`src/rtl/dp_alu.sv`:
```
module dp_alu #(
  parameter int WIDTH = 32
) (
  input  logic [WIDTH-1:0] op_a,
  input  logic [WIDTH-1:0] op_b,
  input  logic             shift_carry,
  input  logic [3:0]       flags_in,
  input  logic [3:0]       opcode,
  input  logic             set_flags,
  input  logic             dest_is_pc,
  input  logic             mode_has_saved,
  output logic [WIDTH-1:0] result,
  output logic             dest_we,
  output logic [3:0]       flags_out,
  output logic             restore_status
);
  localparam int MSB = WIDTH - 1;

  logic             is_cmp, is_arith, upd;
  logic [WIDTH-1:0] ax, ay;
  logic             cin;
  logic [WIDTH:0]   sum;
  logic [WIDTH-1:0] logic_res;
  logic             v_arith;

  assign is_cmp   = opcode[3:2] == 2'b10;
  assign is_arith = (opcode[3:2] == 2'b01) || (opcode[3:1] == 3'b001) || (opcode[3:1] == 3'b101);
  assign upd      = set_flags | is_cmp;
  assign dest_we  = ~is_cmp;
  assign restore_status = upd & dest_is_pc & mode_has_saved;

  always_comb begin
    ax  = op_a;
    ay  = op_b;
    cin = 1'b0;
    case (opcode)
      4'h2, 4'hA: begin ay = ~op_b; cin = 1'b1; end
      4'h3:       begin ax = op_b; ay = ~op_a; cin = 1'b1; end
      4'h5:       cin = flags_in[1];
      4'h6:       begin ay = ~op_b; cin = flags_in[1]; end
      4'h7:       begin ax = op_b; ay = ~op_a; cin = flags_in[1]; end
      default:    ;
    endcase
  end

  assign sum     = {1'b0, ax} + {1'b0, ay} + {{WIDTH{1'b0}}, cin};
  assign v_arith = (ax[MSB] == ay[MSB]) && (sum[MSB] != ax[MSB]);

  always_comb begin
    case (opcode)
      4'h0, 4'h8: logic_res = op_a & op_b;
      4'h1, 4'h9: logic_res = op_a ^ op_b;
      4'hC:       logic_res = op_a | op_b;
      4'hD:       logic_res = op_b;
      4'hE:       logic_res = op_a & ~op_b;
      default:    logic_res = ~op_b;
    endcase
  end

  assign result = is_arith ? sum[MSB:0] : logic_res;

  always_comb begin
    flags_out = flags_in;
    if (upd && !restore_status) begin
      flags_out[3] = result[MSB];
      flags_out[2] = ~|result;
      if (is_arith) begin
        flags_out[1] = sum[WIDTH];
        flags_out[0] = v_arith;
      end else begin
        flags_out[1] = shift_carry;
      end
    end
  end

  always_comb begin
    a_r8_cmp_no_write: assert (!(opcode[3:2] == 2'b10) || !dest_we);
    a_r9_flags_hold: assert (set_flags || (opcode[3:2] == 2'b10) || flags_out == flags_in);
    a_r10_restore_keeps: assert (!restore_status || flags_out == flags_in);
    a_r6_nz_track: assert (!(set_flags && !dest_is_pc) ||
                           (flags_out[3] == result[MSB] && flags_out[2] == (result == '0)));
    a_r7_v_kept: assert (is_arith || flags_out[0] == flags_in[0]);
  end
endmodule

```
`config.mk`:
```
export PLATFORM = sky130hd
export DESIGN_NAME = dp_alu
export DESIGN_NICKNAME = d
export VERILOG_FILES = /design/src/rtl/dp_alu.sv
export SDC_FILE = /design/constraint.sdc
export NUM_CORES = 1
export LEC_CHECK = 0
export BUFFER_PORTS_ARGS = -buffer_cell sky130_fd_sc_hd__buf_2
export CELL_PAD_IN_SITES_DETAIL_PLACEMENT = 0
export CELL_PAD_IN_SITES_GLOBAL_PLACEMENT = 1
export CORE_MARGIN = 2
export CORE_UTILIZATION = 40
export DETAILED_ROUTE_END_ITERATION = 10
export PLACE_DENSITY_LB_ADDON = 0.25
export SYNTH_ARGS = -nofsm -noshare
export SYNTH_HDL_FRONTEND = slang
export SYNTH_SLANG_ARGS = --single-unit
```
`constraint.sdc`:
```
create_clock -name vclk -period 12.43
set_input_delay 1.8645 -clock vclk [all_inputs]
set_output_delay 1.8645 -clock vclk [all_outputs]
set_load 0.03 [all_outputs]
```
==> run metrics, run 1 <==
delay-heaviest family, CP=simple AND/OR/NAND/NOR gates; register area=0 µm²; hold_sp=dest_is_pc; CP Launch Type=input pin; # clk buffers=0; Pleak=2.81 nW; vias in the first global route=6,028; first-pass detailed-route iteration total=5; most frequent CP cell=or4_1; Max-Cap Viols=0; synth warn=0; Die Ht=120 µm; fin. max-slew vios=0; post-synthesis cell count=892; # fillers=1,492; leading area contributor after synthesis=ha_1; Vias=6,797; Port Buffers=114; Synth Cell Area=0.00537 mm²; synth-to-layout area growth=11.4%; Nets=1,095; RD Place Congestion=0.937; die area=0.0144 mm²; status=finished clean; Buf+Inv Stages, Crit Path=2; io pins=114; post-route insts no fill=1,128; final setup margin=2.73 ns; DR vias/cell=6.03; Worst Setup End Kind=output pin; Hold Crit Depth=4; worst endpoint data arrival time=7.84 ns; layout cell share with drive strength beyond 1=15.3%; postcts setup bufs=0; Hold EP=restore_status; final hold violations=0; Initial Util=40.7%; maximum VDD drop=0.0000344 V; final worst path period share=78.1%; largest net degree at the start of global routing=79; ant diodes=0; Die Width=120 µm; DRC=0; endpoints failing setup=0; Yosys cell types=74; min-delay worst type=in2out; DRT antenna net count=0; PostCTS Resize Cnt=0; Worst Path Required=10.57 ns; Detailed Route WL=20,200 µm; Synth top area share=14.7%; Post-synth top cells=120 x o21ai_0, 105 x nand2_1, 88 x a21oi_1, 72 x inv_1, 66 x nor2_1; first-pass GRT wire length=32,200 µm; Crit Path Class=in2out; ordered cell list for the critical path=buf_2 > nand2_1 > and3_1 > a21oi_1 > o21ai_0 > fa_1 > fa_1 > a21o_1 > a221oi_2 > o21ai_1 > a21oi_1 > mux2i_1 > nand2_1 > or4_1 > or4_1 > or4_1 > o41ai_2 > buf_2; Rows=42; register area share after synthesis=0%; Seq cells=0; synth top area cells=ha_1 15%, o21ai_0 11%, a21oi_1 8.2%; CP peak stage delay=0.50 ns; All-Layer GR Usage=27.3%; Inst Count DP=1,128; worst-path fanout max=34; Slew @ Worst Pin=0.986 ns; grt total ovfl=0; Slowest-stage cell, CP=nand2_1; core area=0.0132 mm²; achievable clock frequency=0.103 GHz; Syn Area/Cell=6.01 µm²; Final Critical Period=9.70 ns; Starting DRT DRC Count=612; Fin Setup TNS=0 ns; worst slack, placed=2.76 ns; pwr/cell area=69.1 mW/mm²; post-DP HPWL=15,100 µm; Max-slew headroom=34.1%; post-DR wirelength/cell=17.9 µm; cell with the most instances after synthesis=o21ai_0; Synth Net Count=1,033; RSZ-0062 raised after global routing=false; initial antenna violation count=0; hold bufs inserted after CTS=0
[layer usage]
metal	up-vias	routed length (µm)	global-route usage (%)
met2	280	8720	44.8
met1	3092	9570	38.9
met5	-	0	0
li1	3402	-	-
met4	0	314	4.34
met3	23	1630	3.18
[layout by cell type (no fill, tap or decap), types with 9 or more instances in the layout]
cell type  count
buf_4         12
a21o_1        10
o31ai_1       16
a31oi_1       11
nor2b_1       11
nand3_1       29
xor2_1        11
and3_1        10
ha_1          63
a211oi_1      11
nor2_1        65
a21oi_1       88
a22oi_1       12
nand2_1      105
nor3_1        18
inv_1         72
nand4_1        9
o21ai_0      120
xnor2_1       23
o221ai_1      13
o22ai_1       10
buf_2        114
[per-stage QoR]
| step | hold slack, ns | total power, W | util, % | cell area [µm²] |
|---|---|---|---|---|
| after floorplan | 3.90 | 0.000292 | - | 5370 |
| after global routing | 4.10 | 0.000452 | 45.3 | 5980 |
| after detailed placement | 4.09 | 0.000406 | 45.3 | 5980 |
| after CTS | 4.09 | 0.000408 | 45.3 | 5980 |
| final | 4.08 | 0.000413 | 45.3 | 5980 |
| after global placement | 4.09 | 0.000407 | 45.3 | 5980 |
[worst max path at each step]
stage,start,end,slack [ns],cells after the start
final,opcode[2],flags_out[2],2.73,18
after global routing,opcode[2],flags_out[2],2.32,18
after CTS,opcode[2],flags_out[2],2.76,18
after detailed placement,opcode[2],flags_out[2],2.76,18
after global placement,opcode[2],flags_out[2],2.85,18
after floorplan,opcode[1],flags_out[2],2.27,24
[final cells by class]
class	instances	area, µm²	share of cell area, %
inverter	72	270	4.52
multi-input combinational	754	4830	80.7
tap	176	220	3.68
timing repair buffer	126	661	11.1
[report_power, final]
group	total [W]	internal (W)	switching (W)	leakage (nW)
clock network	0	0	0	0
logic	0.000413	0.000142	0.000271	2.81
registers	0	0	0	0
[cell families (layout without fill, tap and decap cells)]
group	Yosys count	count (layout)	share of synthesized area [%]
AOI/OAI and AO/OA	355	355	41.3
xor gates and xnor gates	34	34	5.55
adders and majority gates	65	65	15.4
buffers and inverters	138	198	10.1
muxes	8	8	1.54
and+or+nand+nor	292	292	26.1
No activity file was read; power rests on OpenSTA's default activity.
==> inputs of run 2 (changes only) <==
==> constraint.sdc (replaced) <==
create_clock -name vclk -period 9.02
set_input_delay 1.353 -clock vclk [all_inputs]
set_output_delay 1.353 -clock vclk [all_outputs]
set_load 0.03 [all_outputs]
==> run metrics, run 2 (synthesis results as in run 1) <==
final worst path period share=92.2%; Max-slew headroom=24.4%; ordered cell list for the critical path=buf_2 > buf_4 > nand2_1 > or2_2 > nand2_1 > o21ai_0 > fa_1 > fa_1 > a21o_1 > a221oi_2 > o21ai_1 > a21oi_1 > mux2i_1 > nand2_1 > or4_1 > or4_1 > or4_1 > o41ai_4 > buf_2; DRC=0; # fillers=1,459; Final Critical Period=8.31 ns; Starting DRT DRC Count=549; initial antenna violation count=0; RSZ-0062 raised after global routing=false; hold bufs inserted after CTS=0; Max-Cap Viols=0; All-Layer GR Usage=27.7%; first-pass detailed-route iteration total=5; Port Buffers=114; post-DR wirelength/cell=17.9 µm; synth-to-layout area growth=12.3%; achievable clock frequency=0.120 GHz; fin. max-slew vios=0; postcts setup bufs=0; Slew @ Worst Pin=1.13 ns; final hold violations=0; Initial Util=40.7%; Crit Path Class=in2out; first-pass GRT wire length=32,700 µm; Die Ht=120 µm; Slowest-stage cell, CP=or4_1; maximum VDD drop=0.0000380 V; RD Place Congestion=1.00; pwr/cell area=94.9 mW/mm²; DRT antenna net count=0; post-route cell area=0.00603 mm²; placed inst area=0.00603 mm²; Detailed Route WL=20,300 µm; CP Launch Type=input pin; vias in the first global route=6,138; endpoints failing setup=0; area of the multi-input gates=0.00484 mm²; Vias=6,844; delay-heaviest family, CP=simple AND/OR/NAND/NOR gates; layout cell share with drive strength beyond 1=15.8%; worst-path fanout max=30; PostCTS Resize Cnt=0; Nets=1,100; die area=0.0144 mm²; Worst Path Required=7.67 ns; Pleak=2.84 nW; post-DP HPWL=15,500 µm; commonest cells after routing, fill and taps aside=120 x o21ai_0, 114 x buf_2, 105 x nand2_1, 88 x a21oi_1, 72 x inv_1; io pins=114; Final Power=0.000572 W; CP peak stage delay=0.50 ns; Seq cells=0; worst endpoint data arrival time=6.96 ns; # clk buffers=0; status=finished clean; Buf+Inv Stages, Crit Path=3; grt total ovfl=0; core area=0.0132 mm²; largest net degree at the start of global routing=55; DR vias/cell=6.04; Fin Setup TNS=0 ns; register area=0 µm²; Die Width=120 µm; min-delay worst type=in2out; commonest non-fill, non-tap cell in the layout=o21ai_0; ant diodes=0; Rows=42; Worst Setup End Kind=output pin
run 2: changes by cell type in the layout (fill, tap and decap cells not counted):
cell     delta
buf_4       +5
o41ai_4     +1
o41ai_2     -1
run 2: layout make-up:
class                      count  area share (%)
multi-input combinational    754            80.3
timing repair buffer         131            11.6
inverter                      72            4.49
tap                          176            3.65
run 2: stage by stage:
step	hold WS, ns	util, %	setup slack [ns]	cells
floorplan	2.87	-	0.0205	892
global placement	3.06	45.7	0.922	1133
detailed placement	3.07	45.7	0.841	1133
CTS	3.07	45.7	0.814	1133
global route	3.08	45.7	0.420	1133
finish	3.06	45.7	0.707	1133
run 2: worst min-delay path: cells and delay by family:
kind          cells  cell delay (ns)
buf+inv           2             0.25
simple gates      2             0.10
run 2: final timing paths:
path	start	end	cells after the start
min	dest_is_pc	restore_status	4
max	opcode[1]	flags_out[2]	19
run 2: per-layer routing:
| metal | up-vias | wire length, µm | track usage [%] |
|---|---|---|---|
| li1 | 3411 | - | - |
| met1 | 3143 | 9570 | 40.3 |
| met2 | 264 | 8590 | 43.1 |
| met3 | 26 | 1730 | 4.09 |
| met4 | 0 | 401 | 5.81 |
| met5 | - | 0 | 0 |
run 2: power by group:
group / internal (W) / switching, W
clock: 0 / 0
combinational: 0.000198 / 0.000374
sequential: 0 / 0
